File: src/rtl/msi_evq_pkg.sv
`timescale 1ns/1ps
package msi_evq_pkg;
   localparam int REG_W    = 16;
   localparam int CTL_QEN  = 0;
   localparam int CTL_EACH = 1;
   localparam int CTL_IEN  = 11;

   typedef enum logic [2:0] {
      RK_HEAD  = 3'd0,
      RK_TAIL  = 3'd1,
      RK_CTRL  = 3'd2,
      RK_OVF   = 3'd3,
      RK_MASK  = 3'd4,
      RK_ENTRY = 3'd5
   } reg_kind_e;

   typedef struct packed {
      logic ien;
      logic each;
      logic qen;
   } grp_ctl_t;
endpackage

File: src/rtl/msi_grp_decode.sv
`timescale 1ns/1ps
module msi_grp_decode #(
   parameter int NUM_GRP      = 6,
   parameter int ADDR_W       = 16,
   parameter bit MULTI_REGION = 1'b0
) (
   input  logic               msg_valid,
   input  logic [ADDR_W-1:0]  msg_addr,
   output logic [NUM_GRP-1:0] hit_oh
);
   localparam int SHIFT = MULTI_REGION ? 12 : 2;

   logic [ADDR_W-1:0] slot;
   logic              unused_lo;

   if (ADDR_W <= SHIFT + 1) begin : g_bad_addr
      $error("msi_grp_decode: ADDR_W too small for the chosen stride");
   end

   if (MULTI_REGION) begin : g_region_stride
      assign slot = msg_addr >> 12;
   end else begin : g_word_stride
      assign slot = msg_addr >> 2;
   end

   assign unused_lo = ^msg_addr[SHIFT-1:0];

   for (genvar g = 0; g < NUM_GRP; g++) begin : g_hit
      assign hit_oh[g] = msg_valid && (slot == ADDR_W'(g));
   end
endmodule

File: src/rtl/msi_evq_group.sv
`timescale 1ns/1ps
module msi_evq_group
   import msi_evq_pkg::*;
#(
   parameter int PTR_W = 6,
   parameter int VEC_W = 6
) (
   input  logic             clk,
   input  logic             rst_n,
   input  logic             push,
   input  logic [VEC_W-1:0] push_vec,
   input  logic             head_wr,
   input  logic [PTR_W-1:0] head_wdata,
   input  logic             ctl_wr,
   input  grp_ctl_t         ctl_wdata,
   input  logic [PTR_W-1:0] rd_idx,
   output logic [PTR_W-1:0] head_q,
   output logic [PTR_W-1:0] tail_q,
   output grp_ctl_t         ctl_q,
   output logic             ovf_q,
   output logic [VEC_W-1:0] rd_vec,
   output logic             irq_req
);
   localparam int DEPTH = 1 << PTR_W;

   logic [VEC_W-1:0] slots [DEPTH];
   logic             full;
   logic             accept;

   assign full   = PTR_W'(tail_q + 1'b1) == head_q;
   assign accept = push && ctl_q.qen && !full;

   always_ff @(posedge clk) begin
      if (!rst_n) begin
         head_q <= '0;
         tail_q <= '0;
         ctl_q  <= '0;
         ovf_q  <= 1'b0;
      end else begin
         if (accept)          tail_q <= tail_q + 1'b1;
         if (head_wr)         head_q <= head_wdata;
         if (ctl_wr)          ctl_q  <= ctl_wdata;
         if (push && !accept) ovf_q  <= 1'b1;
      end
   end

   always_ff @(posedge clk) begin
      if (accept) slots[tail_q] <= push_vec;
   end

   assign rd_vec  = slots[rd_idx];
   assign irq_req = (head_q != tail_q) && ctl_q.ien && ctl_q.each;
endmodule

File: src/rtl/msi_evq_rdmux.sv
`timescale 1ns/1ps
module msi_evq_rdmux
   import msi_evq_pkg::*;
#(
   parameter int NUM_GRP = 6,
   parameter int GRP_W   = 3,
   parameter int PTR_W   = 6,
   parameter int VEC_W   = 6
) (
   input  logic [2:0]                    kind,
   input  logic [GRP_W-1:0]              grp,
   input  logic [NUM_GRP-1:0][PTR_W-1:0] head_vec,
   input  logic [NUM_GRP-1:0][PTR_W-1:0] tail_vec,
   input  grp_ctl_t [NUM_GRP-1:0]        ctl_vec,
   input  logic [NUM_GRP-1:0]            ovf_vec,
   input  logic [NUM_GRP-1:0]            mask_vec,
   input  logic [NUM_GRP-1:0][VEC_W-1:0] rd_vec,
   output logic [REG_W-1:0]              rdata
);
   logic             grp_ok;
   logic [GRP_W-1:0] sel;

   assign grp_ok = 32'(grp) < NUM_GRP;
   assign sel    = grp_ok ? grp : '0;

   always_comb begin
      rdata = '0;
      case (reg_kind_e'(kind))
         RK_HEAD:  if (grp_ok) rdata = REG_W'(head_vec[sel]);
         RK_TAIL:  if (grp_ok) rdata = REG_W'(tail_vec[sel]);
         RK_CTRL:  if (grp_ok) begin
            rdata[CTL_QEN]  = ctl_vec[sel].qen;
            rdata[CTL_EACH] = ctl_vec[sel].each;
            rdata[CTL_IEN]  = ctl_vec[sel].ien;
         end
         RK_OVF:   if (grp_ok) rdata[0] = ovf_vec[sel];
         RK_MASK:  rdata = REG_W'(mask_vec);
         RK_ENTRY: if (grp_ok) rdata = REG_W'(rd_vec[sel]);
         default:  rdata = '0;
      endcase
   end
endmodule

File: src/rtl/msi_evq_ctrl.sv
`timescale 1ns/1ps
module msi_evq_ctrl
   import msi_evq_pkg::*;
#(
   parameter int NUM_GRP      = 6,
   parameter int QDEPTH       = 64,
   parameter int VEC_W        = 6,
   parameter int ADDR_W       = 16,
   parameter int DATA_W       = 32,
   parameter bit MULTI_REGION = 1'b0,
   parameter bit LEGACY_INTEN = 1'b0,
   localparam int PTR_W = $clog2(QDEPTH),
   localparam int GRP_W = (NUM_GRP > 1) ? $clog2(NUM_GRP) : 1
) (
   input  logic               clk,
   input  logic               rst_n,
   input  logic               msg_valid,
   input  logic [ADDR_W-1:0]  msg_addr,
   input  logic [DATA_W-1:0]  msg_data,
   input  logic               reg_wr,
   input  logic [2:0]         reg_kind,
   input  logic [GRP_W-1:0]   reg_grp,
   input  logic [PTR_W-1:0]   reg_idx,
   input  logic [15:0]        reg_wdata,
   output logic [15:0]        reg_rdata,
   output logic [NUM_GRP-1:0] irq_o
);
   if (QDEPTH != (1 << PTR_W) || QDEPTH < 2) begin : g_bad_depth
      $error("msi_evq_ctrl: QDEPTH must be a power of two of at least 2");
   end
   if (NUM_GRP < 1 || NUM_GRP > REG_W) begin : g_bad_grp
      $error("msi_evq_ctrl: NUM_GRP must lie between 1 and 16");
   end
   if (VEC_W > DATA_W || VEC_W > REG_W) begin : g_bad_vec
      $error("msi_evq_ctrl: VEC_W wider than data or register word");
   end

   logic [NUM_GRP-1:0]            hit_oh;
   logic [NUM_GRP-1:0]            head_wr;
   logic [NUM_GRP-1:0]            ctl_wr;
   logic [NUM_GRP-1:0][PTR_W-1:0] head_vec;
   logic [NUM_GRP-1:0][PTR_W-1:0] tail_vec;
   grp_ctl_t [NUM_GRP-1:0]        ctl_vec;
   logic [NUM_GRP-1:0]            ovf_vec;
   logic [NUM_GRP-1:0]            irq_req;
   logic [NUM_GRP-1:0][VEC_W-1:0] rd_vec;
   logic [NUM_GRP-1:0]            mask_vec;
   logic [NUM_GRP-1:0]            gate_vec;
   grp_ctl_t                      ctl_wd;
   logic                          unused_bits;

   assign ctl_wd      = '{ien: reg_wdata[CTL_IEN], each: reg_wdata[CTL_EACH],
                          qen: reg_wdata[CTL_QEN]};
   assign unused_bits = ^{msg_data, reg_wdata};

   msi_grp_decode #(
      .NUM_GRP(NUM_GRP), .ADDR_W(ADDR_W), .MULTI_REGION(MULTI_REGION)
   ) u_decode (
      .msg_valid(msg_valid), .msg_addr(msg_addr), .hit_oh(hit_oh)
   );

   for (genvar g = 0; g < NUM_GRP; g++) begin : g_grp
      assign head_wr[g] = reg_wr && (reg_kind == RK_HEAD) && (reg_grp == GRP_W'(g));
      assign ctl_wr[g]  = reg_wr && (reg_kind == RK_CTRL) && (reg_grp == GRP_W'(g));

      msi_evq_group #(.PTR_W(PTR_W), .VEC_W(VEC_W)) u_q (
         .clk(clk), .rst_n(rst_n),
         .push(hit_oh[g]), .push_vec(msg_data[VEC_W-1:0]),
         .head_wr(head_wr[g]), .head_wdata(reg_wdata[PTR_W-1:0]),
         .ctl_wr(ctl_wr[g]), .ctl_wdata(ctl_wd),
         .rd_idx(reg_idx),
         .head_q(head_vec[g]), .tail_q(tail_vec[g]), .ctl_q(ctl_vec[g]),
         .ovf_q(ovf_vec[g]), .rd_vec(rd_vec[g]), .irq_req(irq_req[g])
      );
   end

   if (LEGACY_INTEN) begin : g_legacy_mask
      always_ff @(posedge clk) begin
         if (!rst_n)
            mask_vec <= '0;
         else if (reg_wr && reg_kind == RK_MASK)
            mask_vec <= reg_wdata[NUM_GRP-1:0];
      end
      assign gate_vec = mask_vec;
   end else begin : g_no_mask
      assign mask_vec = '0;
      assign gate_vec = '1;
   end

   assign irq_o = irq_req & gate_vec;

   msi_evq_rdmux #(
      .NUM_GRP(NUM_GRP), .GRP_W(GRP_W), .PTR_W(PTR_W), .VEC_W(VEC_W)
   ) u_rdmux (
      .kind(reg_kind), .grp(reg_grp),
      .head_vec(head_vec), .tail_vec(tail_vec), .ctl_vec(ctl_vec),
      .ovf_vec(ovf_vec), .mask_vec(mask_vec), .rd_vec(rd_vec),
      .rdata(reg_rdata)
   );
endmodule

File: config.mk
export PLATFORM = sky130hd
export DESIGN_NAME = msi_evq_ctrl
export DESIGN_NICKNAME = d
export VERILOG_FILES = /design/src/rtl/msi_evq_pkg.sv /design/src/rtl/msi_grp_decode.sv /design/src/rtl/msi_evq_group.sv /design/src/rtl/msi_evq_rdmux.sv /design/src/rtl/msi_evq_ctrl.sv
export SDC_FILE = /design/constraint.sdc
export NUM_CORES = 2
export LEC_CHECK = 0
export ABC_AREA = 1
export BUFFER_PORTS_ARGS = -buffer_cell sky130_fd_sc_hd__buf_2
export CAP_MARGIN = 20
export CORE_MARGIN = 5
export CORE_UTILIZATION = 30
export CTS_CLUSTER_SIZE = 16
export DETAILED_ROUTE_END_ITERATION = 8
export PLACE_DENSITY_LB_ADDON = 0.12
export SLEW_MARGIN = 20
export SYNTH_ARGS = -nofsm -noshare
export SYNTH_HDL_FRONTEND = slang
export SYNTH_SLANG_ARGS = --single-unit
File: constraint.sdc
create_clock -name clk -period 2.6 [get_ports clk]
set_input_delay 0.39 -clock clk [delete_from_list [all_inputs] [get_ports clk]]
set_output_delay 0.39 -clock clk [all_outputs]
set_load 0.01 [all_outputs]
==> results by group <==
Run status
  – Run status: finished with violations
  – Failing checks: setup timing

Logic synthesis
  – FF+latch count, synth: 2400
  – Cell taking the most area after synthesis: edfxtp_1
  – Yosys warns: 0
  – Count of flip-flops with a built-in enable after synthesis: approximately 2300
  – Yosys top cell area share: around 69%
  – Cell count after synthesis: around 8900
  – Syn_area_per_cell: 11.2 um2
  – Library cells used by synthesis: 52
  – Dominant synthesized flop cell: edfxtp_1
  – Post-synthesis async set-or-reset flop share: 0%
  – Most numerous cell in the Yosys netlist: nand2_1
  – Synth area leaders: edfxtp_1, nand3_1, nand2_1
  – Sequential fraction of the synthesis area: a little under three quarters
  – Mapped cell area: 99700 um2
  – Commonest cells post-synth: nand2_1, nand3_1, edfxtp_1

Critical path
  – R2r startpoint: g_grp[0].u_q.tail_q[1]
  – Critical path type: in2out
  – Critical Path Start Type: input pin
  – Crit path DAT: around 2.7 ns
  – Worst Setup SP: reg_idx[0]
  – Worst Setup End Kind: primary output
  – R2r endpoint: g_grp[0].u_q.slots[33][5]
  – Worst Setup EP: reg_rdata[4]
  – CP required: 2.21 ns
  – Reg2Reg Setup Slack: around 0.10 ns
  – FF-to-FF path depth: 16
  – Critical Path Fanout Max: 8

Placed design
  – IO buf count: 55
  – Post-detail-place hpwl: roughly 220000 um
  – GPL Wtd Cong: about 0.86

Cells and area
  – Area Growth Syn to Fin: 29.5%
  – Layout cells sized above 1: about 24%
  – Fillers: between 30000 and 40000
  – Nets: about 9900

STA
  – Fmax: 322 MHz
  – Worst Tran Pin Value: 0.822 ns
  – Fin. max-slew vios: 0
  – Rel. slew slack: ~45%
  – TNS Setup: -2.87 ns
  – Final hold viol count: 0
  – Final setup violation count: 9
  – Fin crit period: about 3.1 ns
  – Clk_skew: about 0.039 ns
  – Worst setup margin: -0.504 ns
  – RSZ-0062 raised after global routing: true
  – Hold slack: roughly 0.17 ns
  – Fin crit share: 119%

Clock network
  – Clock Tree Buf Depth: 4
  – Clock root buffer: clkbuf_16
  – CTS H-tree depth: 5
  – Sink Count: 2400
  – Worst-Skew Late Latency: between 0.8 and 0.9 ns
  – TritonCTS Buffers: around 280
  – CTS tree: built
  – Clock-pin transition on the worst setup and hold timing paths: 0.06 ns

Min path
  – Hold Path Class: in2reg
  – Min-delay src: msg_addr[4]

Routing
  – 1st-pass router iterations: 6
  – Vias: 71000
  – Routed Antenna Nets: 0
  – Wire per inst: 23.1 um
  – DRT iter0 DRCs: roughly 5700
  – WL final: 334000 um
  – Via density: roughly 4.9
  – Detailed-route DRC error count: 0

GRT
  – First-pass GRT wire length: 487000 um
  – Largest net degree at the start of global routing: 90
  – Grt ovf: 0
  – Tot GR Track Use: 18.9%
  – Initial antenna violation count: 19
  – Number of global-route vias before repair: 71000

Pwr
  – Worst vdd ir: roughly 450 uV
  – Lkg Pwr: 0.0467 uW
  – PD cells: 681 nW/um2

Floorplan
  – Die Area: between 300000 and 400000 um2
  – Number of I/O pins: roughly 100
  – Die Y-Extent: 586 um
  – Initial core utilization: 30.2%
  – Die width: slightly below 600 um
  – Row Count: 211
  – Core region area: between 300000 and 400000 um2

Run
  – Max-cap viol count: 0
-- kinds of logic (layout without fill, tap and decap cells) --
family	count (synthesis)	in the layout	synth area share (%)
simple gates	5454	5454	23.9
flops	2400	2400	71.3
buf+inv	710	1905	2.83
compound gates	233	233	1.26
xor+xnor	64	64	0.562
fa+ha+maj	6	6	0.0753
other cells	1	19	0.00376
-- per-layer routing --
metal / global-route usage [%] / routed length [um] / vias to the layer above
met3: 2.22 / 14600 / 462
li1: - / - / 33400
met2: 31.7 / 161000 / 1671
met1: 25.9 / 149000 / 35500
met5: 0 / 0 / -
met4: 5.28 / 9530 / 0
-- report_power, final --
group	leakage, uW	switching [uW]	total [uW]	internal [uW]
Sequential	0.0215	7.49	42300	42300
Clock	0.00435	16100	39100	23000
Combinational	0.0209	4350	6560	2210
Total	0.0467	20500	87900	67500
-- layout by cell type, fill, tap and decap left out, types with 88 or more instances in the layout --
cell       instances
nand2_1         2391
edfxtp_1        2304
nand3_1         1833
buf_4            924
nor2_1           464
nand3_2          447
clkbuf_16        291
buf_12           166
o21ai_0          115
inv_1            114
nand3_4          105
buf_6             88
-- registers in the layout, indices dropped and copies added (netlist names) --
signal and cells:
g_grp.u_q.tail_q 36, g_grp.u_q.ctl_q 18, g_grp.u_q.slots 2304, g_grp.u_q.head_q 36, g_grp.u_q.ovf_q 6
-- worst min-delay path by stage --
stage / endpoint / slack [ns] / cells past startpoint
after CTS: g_grp[2].u_q.ctl_q[0] / 0.11 / 7
after floorplan: g_grp[1].u_q.ovf_q / 0.43 / 2
after global routing: g_grp[2].u_q.ovf_q / 0.20 / 7
after detailed placement: g_grp[5].u_q.ovf_q / 0.46 / 2
final: g_grp[2].u_q.ovf_q / 0.17 / 7
after global placement: g_grp[3].u_q.ovf_q / 0.45 / 2
-- final cells by class --
type | instances | area, um2 | share of cell area (%)
clock buffers | 344 | 7350 | 5.69
multi-input cells | 5766 | 30100 | 23.3
flip-flops and latches | 2400 | 71200 | 55.1
well taps | 4366 | 5460 | 4.23
inverters | 133 | 546 | 0.423
clock inverters | 150 | 1580 | 1.23
diodes | 10 | 25.0 | 0.0194
repair buffers | 1278 | 12900 | 10.0
-- critical path: stages --
cell	delay (ns)
buf_16	0.13
inv_8	0.09
buf_12	0.13
buf_16	0.16
buf_16	0.16
buf_12	0.16
buf_12	0.14
buf_4	0.12
nand2_1	0.04
nand3_1	0.06
nand3_1	0.08
nand3_1	0.09
nand3_2	0.13
nand3_2	0.14
nand3_2	0.10
nand3_4	0.08
nand2_1	0.05
inv_1	0.08
nand2_2	0.07
nand2_4	0.11
buf_6	0.12
-- what timing repair did --
item	CTS	global route
endpoints found under the setup margin	675	1964
resized for setup	665	385
hold endpoints to repair	190	0
buffers inserted	39	15
hold buffers	16	0
cloned	13	7
pin swaps	202	135
-- per-stage QoR --
| stage | total power (uW) | cell area [um2] | util [%] | setup WS (ns) | std cells |
|---|---|---|---|---|---|
| after floorplan | 45600 | 99700 | - | 0.00146 | 8876 |
| after global placement | 48900 | 114000 | 34.5 | -1.42 | 13900 |
| after detailed placement | 48900 | 114000 | 34.5 | -1.39 | 13900 |
| after CTS | 88800 | 127000 | 38.5 | -0.516 | 14400 |
| after global routing | 91000 | 129000 | 39.1 | -0.554 | 14400 |
| final | 87900 | 129000 | 39.1 | -0.504 | 14400 |
Power figures use the tool's default switching activity.
